==> src/rtl/bwm_pkg.sv <==
package bwm_pkg;

    typedef enum logic [1:0] {
        BUS_LONG = 2'd0,
        BUS_HALF = 2'd1,
        BUS_BYTE = 2'd2
    } bus_mode_e;

    typedef struct packed {
        bus_mode_e mode;
        logic      big;
    } bus_cfg_t;

endpackage

==> src/rtl/bwm_cfg_latch.sv <==
module bwm_cfg_latch
    import bwm_pkg::*;
(
    input  logic     clk,
    input  logic     mst_rst,
    input  logic     cfg_bus_match,
    input  logic     cfg_size,
    input  logic     cfg_big,
    output bus_cfg_t cfg
);
    bus_cfg_t cfg_d, cfg_q;

    always_comb begin
        cfg_d = cfg_q;
        if (mst_rst) begin
            cfg_d.big = cfg_big;
            if (!cfg_bus_match) cfg_d.mode = BUS_LONG;
            else if (cfg_size)  cfg_d.mode = BUS_BYTE;
            else                cfg_d.mode = BUS_HALF;
        end
    end

    always_ff @(posedge clk) cfg_q <= cfg_d;

    assign cfg = cfg_q;
endmodule

==> src/rtl/bwm_lane_sel.sv <==
module bwm_lane_sel
    import bwm_pkg::*;
#(
    parameter int WORD_W = 36,
    parameter int LANES  = 4,
    localparam int CNT_W = $clog2(LANES),
    localparam int SH_W  = $clog2(WORD_W)
) (
    input  bus_cfg_t           cfg,
    input  logic [CNT_W-1:0]   cnt,
    output logic [SH_W-1:0]    shift,
    output logic [WORD_W-1:0]  mask,
    output logic               last
);
    logic [CNT_W-1:0] beats_m1;
    logic [CNT_W-1:0] idx;
    int               fw;

    always_comb begin
        unique case (cfg.mode)
            BUS_LONG: begin beats_m1 = '0;                fw = WORD_W;         end
            BUS_HALF: begin beats_m1 = CNT_W'(1);         fw = WORD_W / 2;     end
            default:  begin beats_m1 = CNT_W'(LANES - 1); fw = WORD_W / LANES; end
        endcase
        idx   = cfg.big ? (beats_m1 - cnt) : cnt;
        shift = SH_W'(int'(idx) * fw);
        mask  = {WORD_W{1'b1}} >> (WORD_W - fw);
        last  = (cnt == beats_m1);
    end
endmodule

==> src/rtl/bwm_rd_split.sv <==
module bwm_rd_split
    import bwm_pkg::*;
#(
    parameter int WORD_W = 36,
    parameter int LANES  = 4
) (
    input  logic              clk,
    input  logic              clr,
    input  bus_cfg_t          cfg,
    input  logic [WORD_W-1:0] word,
    input  logic              word_valid,
    input  logic              beat_en,
    output logic              pop,
    output logic [WORD_W-1:0] beat
);
    localparam int CNT_W = $clog2(LANES);
    localparam int SH_W  = $clog2(WORD_W);

    typedef struct packed {
        logic [CNT_W-1:0]  cnt;
        logic [WORD_W-1:0] dout;
    } rd_state_t;

    rd_state_t         st_d, st_q;
    logic [SH_W-1:0]   shift;
    logic [WORD_W-1:0] mask;
    logic              last;
    logic              take;

    bwm_lane_sel #(.WORD_W(WORD_W), .LANES(LANES)) u_sel (
        .cfg   (cfg),
        .cnt   (st_q.cnt),
        .shift (shift),
        .mask  (mask),
        .last  (last)
    );

    always_comb begin
        st_d = st_q;
        take = beat_en && word_valid && !clr;
        if (clr) begin
            st_d = '0;
        end else if (take) begin
            st_d.dout = (word >> shift) & mask;
            st_d.cnt  = last ? '0 : st_q.cnt + 1'b1;
        end
        pop = take && last;
    end

    always_ff @(posedge clk) st_q <= st_d;

    assign beat = st_q.dout;
endmodule

==> src/rtl/bwm_wr_pack.sv <==
module bwm_wr_pack
    import bwm_pkg::*;
#(
    parameter int WORD_W = 36,
    parameter int LANES  = 4
) (
    input  logic              clk,
    input  logic              clr,
    input  bus_cfg_t          cfg,
    input  logic              beat_en,
    input  logic [WORD_W-1:0] beat,
    output logic              push,
    output logic [WORD_W-1:0] word
);
    localparam int CNT_W = $clog2(LANES);
    localparam int SH_W  = $clog2(WORD_W);

    typedef struct packed {
        logic [CNT_W-1:0]  cnt;
        logic [WORD_W-1:0] acc;
        logic              push;
        logic [WORD_W-1:0] wdata;
    } wr_state_t;

    wr_state_t         st_d, st_q;
    logic [SH_W-1:0]   shift;
    logic [WORD_W-1:0] mask;
    logic              last;
    logic [WORD_W-1:0] merged;

    bwm_lane_sel #(.WORD_W(WORD_W), .LANES(LANES)) u_sel (
        .cfg   (cfg),
        .cnt   (st_q.cnt),
        .shift (shift),
        .mask  (mask),
        .last  (last)
    );

    always_comb begin
        st_d      = st_q;
        st_d.push = 1'b0;
        merged    = (st_q.acc & ~(mask << shift)) | ((beat & mask) << shift);
        if (clr) begin
            st_d = '0;
        end else if (beat_en) begin
            if (last) begin
                st_d.push  = 1'b1;
                st_d.wdata = merged;
                st_d.acc   = '0;
                st_d.cnt   = '0;
            end else begin
                st_d.acc = merged;
                st_d.cnt = st_q.cnt + 1'b1;
            end
        end
    end

    always_ff @(posedge clk) st_q <= st_d;

    assign push = st_q.push;
    assign word = st_q.wdata;
endmodule

==> src/rtl/bus_width_matcher.sv <==
module bus_width_matcher
    import bwm_pkg::*;
#(
    parameter int WORD_W = 36,
    parameter int LANES  = 4
) (
    input  logic              clk,
    input  logic              mst_rst,
    input  logic              part_rst,
    input  logic              cfg_bus_match,
    input  logic              cfg_size,
    input  logic              cfg_big,
    input  logic [WORD_W-1:0] fifo_rd_data,
    input  logic              fifo_rd_valid,
    output logic              fifo_rd_pop,
    input  logic              nb_rd_en,
    output logic [WORD_W-1:0] nb_rd_data,
    input  logic              nb_wr_en,
    input  logic [WORD_W-1:0] nb_wr_data,
    output logic              fifo_wr_push,
    output logic [WORD_W-1:0] fifo_wr_data
);
    bus_cfg_t cfg;
    logic     clr;

    assign clr = mst_rst || part_rst;

    bwm_cfg_latch u_cfg (
        .clk           (clk),
        .mst_rst       (mst_rst),
        .cfg_bus_match (cfg_bus_match),
        .cfg_size      (cfg_size),
        .cfg_big       (cfg_big),
        .cfg           (cfg)
    );

    bwm_rd_split #(.WORD_W(WORD_W), .LANES(LANES)) u_rd (
        .clk        (clk),
        .clr        (clr),
        .cfg        (cfg),
        .word       (fifo_rd_data),
        .word_valid (fifo_rd_valid),
        .beat_en    (nb_rd_en),
        .pop        (fifo_rd_pop),
        .beat       (nb_rd_data)
    );

    bwm_wr_pack #(.WORD_W(WORD_W), .LANES(LANES)) u_wr (
        .clk     (clk),
        .clr     (clr),
        .cfg     (cfg),
        .beat_en (nb_wr_en),
        .beat    (nb_wr_data),
        .push    (fifo_wr_push),
        .word    (fifo_wr_data)
    );
endmodule

==> config.mk <==
export PLATFORM = sky130hd
export DESIGN_NAME = bus_width_matcher
export DESIGN_NICKNAME = d
export VERILOG_FILES = /design/src/rtl/bwm_pkg.sv /design/src/rtl/bwm_cfg_latch.sv /design/src/rtl/bwm_lane_sel.sv /design/src/rtl/bwm_rd_split.sv /design/src/rtl/bwm_wr_pack.sv /design/src/rtl/bus_width_matcher.sv
export SDC_FILE = /design/constraint.sdc
export NUM_CORES = 1
export LEC_CHECK = 0
export BUFFER_PORTS_ARGS = -buffer_cell sky130_fd_sc_hd__buf_4
export CORE_UTILIZATION = 59
export CTS_CLUSTER_SIZE = 16
export DETAILED_ROUTE_END_ITERATION = 16
export PLACE_DENSITY = 0.82
export SLEW_MARGIN = 5
export SYNTH_ARGS = -nofsm -noshare
export SYNTH_HDL_FRONTEND = slang
export SYNTH_SLANG_ARGS = --single-unit
==> constraint.sdc <==
create_clock -name clk -period 7 [get_ports clk]
set_input_delay 1.4 -clock clk [delete_from_list [all_inputs] [get_ports clk]]
set_output_delay 1.4 -clock clk [all_outputs]
set_load 0.005 [all_outputs]
After elaboration in Yosys (flattened, before gate mapping)
Index checks and enable logic that the tools add are counted.
{ "totals": {"ff_bits": 116, "inputBits": 81, "elab_cells": 44} }
{ "classes": {"addsub": 5, "n_mul": 2, "n_eq_ne": 3, "shift": 4, "n_mux": 8, "n_bitwise": 6, "reduce_logical": 8} }
{ "op_table": {"columns": ["cell", "n"], "rows": [
  ["bitwise AND 36 bit", 3],
  ["<< shifter 36 x 6 -> 36 bit", 2],
  ["multiplier 3 x 32 -> 6 bit", 2],
  ["2-to-1 mux 38 bit", 1],
  ["2-to-1 mux 37 bit", 1],
  ["inverter 36 bit", 1],
  ["bitwise OR 36 bit", 1],
  ["right shift 36 x 32 -> 36 bit (first input constant)", 1],
  ["right shift 36 x 6 -> 36 bit", 1],
  ["subtractor 7 x 32 -> 32 bit (first input constant)", 1],
  ["case mux 6 bit (2 select lines)", 1],
  ["2-to-1 mux 2 bit", 4],
  ["adder 2 x 1 -> 2 bit (second input constant)", 2],
  ["== test 2 bit", 2],
  ["case mux 2 bit (2 select lines)", 1],
  ["subtractor 2 bit", 2],
  ["logical AND 1 bit", 3],
  ["== test 2 x 1 -> 1 bit (second input constant)", 1],
  ["logical NOT 2 bit", 1],
  ["AND reduction 2 bit", 1],
  ["OR reduction 2 bit", 1],
  ["logical NOT 1 bit", 1],
  ["logical OR 1 bit", 1],
  ["inverter 1 bit", 1]
]} }

Depth between registers and ports, before layout
{ "logic_depth": {"word_depth": 10, "ltp_mapped": 24, "depth_no_buf": 18} }

By module
A second synthesis with hierarchy kept.
{ "hier_totals": {"hier_cells": 1517, "area_unflattened_um2": 13028.7} }
{ "modules_own_cells": {"columns": ["mod", "n_inst", "cells_per_inst", "area_each_um2", "seq_area_each_um2"], "rows": [
  ["bwm_wr_pack", 1, 935, 7761.2, 1501.4],
  ["bwm_rd_split", 1, 440, 4106.4, 760.7],
  ["bwm_lane_sel", 2, 68, 524.3, 0.0],
  ["bwm_cfg_latch", 1, 5, 106.4, 90.1],
  ["bus_width_matcher", 1, 1, 6.3, 0.0]
]} }

Least setup slack after synthesis
No wires, ideal clock.
{ "synth_path": {"path_kind": "register -> register", "startpoint": "register u_cfg.cfg_q (netlist bit u_cfg.cfg[2])", "endpoint": "register u_wr.st_q (netlist bit u_wr.word[29])", "setup_ns": 0.115, "arrival_time_ns": 4.940, "path_slack_ns": 1.945, "path_stages_with_launch": 23, "n_path_buf": 7, "cell_sequence": "edfxtp_1 nor2_1 inv_1 clkbuf_1 clkbuf_1 ha_1 buf_2 buf_1 xor2_1 nand2_1 xor2_1 nor2_1 ha_1 ha_1 inv_1 fa_1 clkbuf_1 clkbuf_1 clkbuf_1 o221ai_1 nand3_1 o211ai_1 o21ba_2"} }
{ "synth_between": {"elab_chain_len": 9} }
{ "synth_rtl": {"columns": ["item", "line", "text"], "rows": [
  ["start: declaration", "bwm_cfg_latch.sv:11", "bus_cfg_t cfg_d, cfg_q;"],
  ["start signal: assignment", "bwm_cfg_latch.sv:23", "always_ff @(posedge clk) cfg_q <= cfg_d;"],
  ["== test 2 x 1 -> 1 bit or logical NOT 2 bit (tied branches)", "bwm_lane_sel.sv:20", "unique case (cfg.mode)"],
  ["case mux 2 bit (2 select lines)", "bwm_lane_sel.sv:20", null],
  ["subtractor 2 bit", "bwm_lane_sel.sv:25", "idx = cfg.big ? (beats_m1 - cnt) : cnt;"],
  ["2-to-1 mux 2 bit", "bwm_lane_sel.sv:25", null],
  ["multiplier 3 x 32 -> 6 bit", "bwm_lane_sel.sv:26", "shift = SH_W'(int'(idx) * fw);"],
  ["<< shifter 36 x 6 -> 36 bit", "bwm_wr_pack.sv:42", "merged = (st_q.acc & ~(mask << shift)) | ((beat & mask) << shift);"],
  ["inverter 36 bit", "bwm_wr_pack.sv:42", null],
  ["bitwise AND 36 bit", "bwm_wr_pack.sv:42", null],
  ["bitwise OR 36 bit", "bwm_wr_pack.sv:42", null],
  ["end signal: assignment", "bwm_wr_pack.sv:58", "always_ff @(posedge clk) st_q <= st_d;"],
  ["end: declaration", "bwm_wr_pack.sv:25", "wr_state_t st_d, st_q;"]
]} }
Several ways; a longest one is shown, not always the timed one.
A chain may end at the register's enable or synchronous reset.

Final worst setup path
{ "layout_path": {"startpoint": "register u_cfg.cfg_q (netlist bit u_cfg.cfg[2])", "endpoint": "register u_wr.st_q[58] in the netlist's numbering"} }
{ "layout_between": {"elab_chain_len": 10} }
{ "layout_rtl": {"columns": ["item", "line", "text"], "rows": [
  ["== test 2 x 1 -> 1 bit or logical NOT 2 bit (tied branches)", "bwm_lane_sel.sv:20", null],
  ["case mux 2 bit (2 select lines)", "bwm_lane_sel.sv:20", null],
  ["subtractor 2 bit", "bwm_lane_sel.sv:25", null],
  ["2-to-1 mux 2 bit", "bwm_lane_sel.sv:25", null],
  ["multiplier 3 x 32 -> 6 bit", "bwm_lane_sel.sv:26", null],
  ["<< shifter 36 x 6 -> 36 bit", "bwm_wr_pack.sv:42", null],
  ["inverter 36 bit", "bwm_wr_pack.sv:42", null],
  ["bitwise AND 36 bit", "bwm_wr_pack.sv:42", null],
  ["bitwise OR 36 bit", "bwm_wr_pack.sv:42", null],
  ["2-to-1 mux 38 bit (*)", "bwm_wr_pack.sv:46", "if (last) begin"]
]} }
Every way passes the cells marked *; elsewhere a longest branch is shown, timed or not.

==> results.md <==
- Outcome: finished, final reports clean
- Crit path kind: reg2reg
- Sequential share of the synthesized area: between 20% and 30%
- Finished Layout Cells: between 1500 and 2000
- Post-synth net total: 1358
- Core footprint: between 15000 and 20000 sq um
- RSZ-0062 raised after global routing: no
- HP Class: reg2reg
- Worst-Skew Late Latency: 0.42 ns
- Worst Hold Margin: approximately 0.45 ns
- Cell area after synthesis: 10200 sq um
- Largest net degree at the start of global routing: 58
- Fin. Hold Viols: 0
- Worst-case clock buffer depth: 2
- Synth cell count leaders: nand2_1 (138), dfxtp_1 (113), nor2_1 (107)
- Layout Utilization: around 69%
- Share of cells above drive strength 1: a little under a quarter
- First-pass GRT wire length: 58.3 mm
- Die H: about 130 um
- Crit path arrival time: approximately 5.8 ns
- Final WL: between 30 and 40 mm
- Initial Util: approximately three fifths
- I/O pin count: about 160
- PD cells: about 250 nW/um^2
- Synth Flop Type: dfxtp_1
- Met2 Use GR: between 70% and 80%
- Htree depth: 4
- CP Capture Type: flip-flop
- Cells on worst reg2reg path: 15
- Post-synth top area cell: dfxtp_1
- Post-CTS Setup Bufs: 0
- GR peak layer: met2
- Met3 usage: approximately 7.0%
- Ant. Diodes: 0
- Dpl cell area: around 11000 sq um
- TritonCTS Buffers: 17
- Area Overhead vs Synth: 12.6%
- Setup TNS Final: 0 ns
- Async SR Flop Fraction: 0%
- Worst-Margin Slew: ~1.2 ns
- Worst reg-to-reg setup slack: ~1.6 ns
- Max-slew violations: 0
- Reg-to-Reg Start: u_cfg.cfg[2]
- Hold Buf Count CTS: 0
- Row count: 47
- Synth Instances: 1257
- TritonCTS clock tree: built
- Syn_area_per_cell: 8.15 sq um
- CTS root buffer: clkbuf_16
- Yosys reg bits: approximately 120
- Slew margin rel.: approximately 22%
- Die width: ~130 um
- Hold_sp: u_wr.st_q[51]
- Post-CTS sizing: 0
- Antenna-violating nets left: 0
- Crit share post-route: just under 80%
- Max capacitance violation total: 0
- Met1 usage: between 50% and 60%
- Reg2Reg Capture Point: u_wr.st_q[58]
- Per-cell routed wire length: 25.4 um
- Synth Warn #: 0
- Distinct cells, synth: 80
- WHS Path Cells: 1
- Highest clock rate: 184 MHz
- Post-synth EDFFs: 3
- Vias/cell: slightly above 7
- Design area: ~12000 sq um
- Total grt overflow: 0
- DPL Wire Length: roughly 28 mm
- LEAKAGE: roughly 0.0047 uW
- Min Tclk post-route: between 5 and 6 ns
- Yosys top cell area share: roughly 22%
- GPL Wtd Cong: roughly 1.2
- Clk slew on worst S/H paths: approximately 0.060 ns
- Placed cell count: approximately 1500
- Initial detailed-routing violation count: 1192
- Initial antenna violation count: 0
- Vias: about 11000
- CP required: between 7 and 8 ns
- Top-count cell post-synth: nand2_1
- CTS sink count: between 100 and 150
- Die area: approximately 18000 sq um
- Critical-path maximum fanout: 46
- Endpoints failing setup: 0
- Iteration count of the initial detailed-routing pass: 9
- # DRC: 0
- Critical path launch point type: flip-flop
- Vias in the first global route: between 10000 and 15000
- Port bufs: 154
- GRT Total Usage: a little over two fifths
- Net count of the finished layout: roughly 1400
- Final Skew: between 0.008 and 0.009 ns
- Top cells by area, synth: dfxtp_1 (22%), mux4_2 (11%), mux2i_1 (6.8%)
- Hold endpoint: u_wr.st_q[51]
- Peak supply drop: 0.205 mV
==> worst max path at each step <==
| stage | from | endpoint | slack (ns) | depth (start not counted) |
|---|---|---|---|---|
| after detailed placement | u_cfg.cfg[2] | u_wr.st_q[58] | 1.70 | 15 |
| after global routing | u_cfg.cfg[2] | u_wr.st_q[58] | 1.16 | 12 |
| after floorplan | u_cfg.cfg[2] | u_wr.word[29] | 1.94 | 22 |
| after global placement | u_cfg.cfg[2] | u_wr.st_q[58] | 1.85 | 12 |
| after CTS | u_cfg.cfg[2] | u_wr.st_q[58] | 1.68 | 15 |
| final | u_cfg.cfg[2] | u_wr.st_q[58] | 1.57 | 15 |
==> registers in the layout, summed over array words and instances (netlist names) <==
| signal | flops |
|---|---|
| u_cfg.cfg | 3 |
| u_rd.beat | 36 |
| u_rd.st_q | 2 |
| u_wr.push | 1 |
| u_wr.st_q | 38 |
| u_wr.word | 36 |
==> cell type report <==
type                            count  area, sq um
Clock buffer                       20          458
Clock inverter                     12          129
Fill cell                        1339         5240
Inverter                           26         97.6
Multi-Input combinational cell    945         6860
Sequential cell                   116         2350
Tap cell                          220          275
Timing Repair Buffer              180         1350
==> power breakdown <==
part           total (uW)  switching, uW  internal, uW
clock network         878            334           544
logic                1330            867           468
registers             702           16.6           686
total                2910           1220          1700
==> worst max-delay path: stages, from the launching register on <==
cell	delay [ns]
edfxtp_1	0.44
nor2_1	0.43
inv_1	0.12
ha_1	0.25
buf_4	0.25
clkinv_1	0.07
buf_4	0.23
nor2_1	0.08
ha_2	0.90
xor2_1	0.20
a31oi_1	0.42
xnor2_1	0.17
buf_4	0.29
nand2_1	0.51
o311ai_0	0.77
a22o_1	0.23
==> metal layers <==
layer	routed length, um	vias up
met5	0	-
met4	2790	0
met3	3500	165
met2	18500	772
met1	13800	5059
li1	-	4722
==> kinds of logic after synthesis <==
logic type | Yosys count | synth area share [%]
and+or+nand+nor | 402 | 18.0
AOI/OAI and AO/OA | 366 | 24.7
buffers and inverters | 196 | 10.3
muxes | 135 | 19.6
DFF | 116 | 23.0
xor gates and xnor gates | 22 | 1.88
adders and majority gates | 20 | 2.59
==> cells in the final DEF, fill, tap and decap left out, types with 9 or more instances in the layout <==
cell	n
a2bb2oi_1	14
and2_1	10
a31oi_1	21
a22o_1	13
a32oi_1	12
o211ai_1	12
buf_4	180
mux4_2	51
o21a_1	10
xor2_1	11
clkbuf_16	18
a32o_1	10
nand2_1	138
ha_1	17
nand4_1	11
xnor2_1	10
nor2b_1	15
o21ai_0	92
mux2i_1	70
nand3_1	47
inv_1	19
mux2_2	14
nor3_1	27
a21oi_1	54
o221ai_1	9
nor2_1	105
a22oi_1	19
dfxtp_1	113
nand2b_1	18
o22ai_1	11
==> through the flow <==
| step | total power, uW | worst slack [ns] |
|---|---|---|
| floorplan | 1580 | 1.94 |
| global placement | 1980 | 1.85 |
| detailed placement | 1980 | 1.70 |
| CTS | 2850 | 1.68 |
| global route | 3000 | 1.16 |
| finish | 2910 | 1.57 |
(Power assumes the default switching activity.)
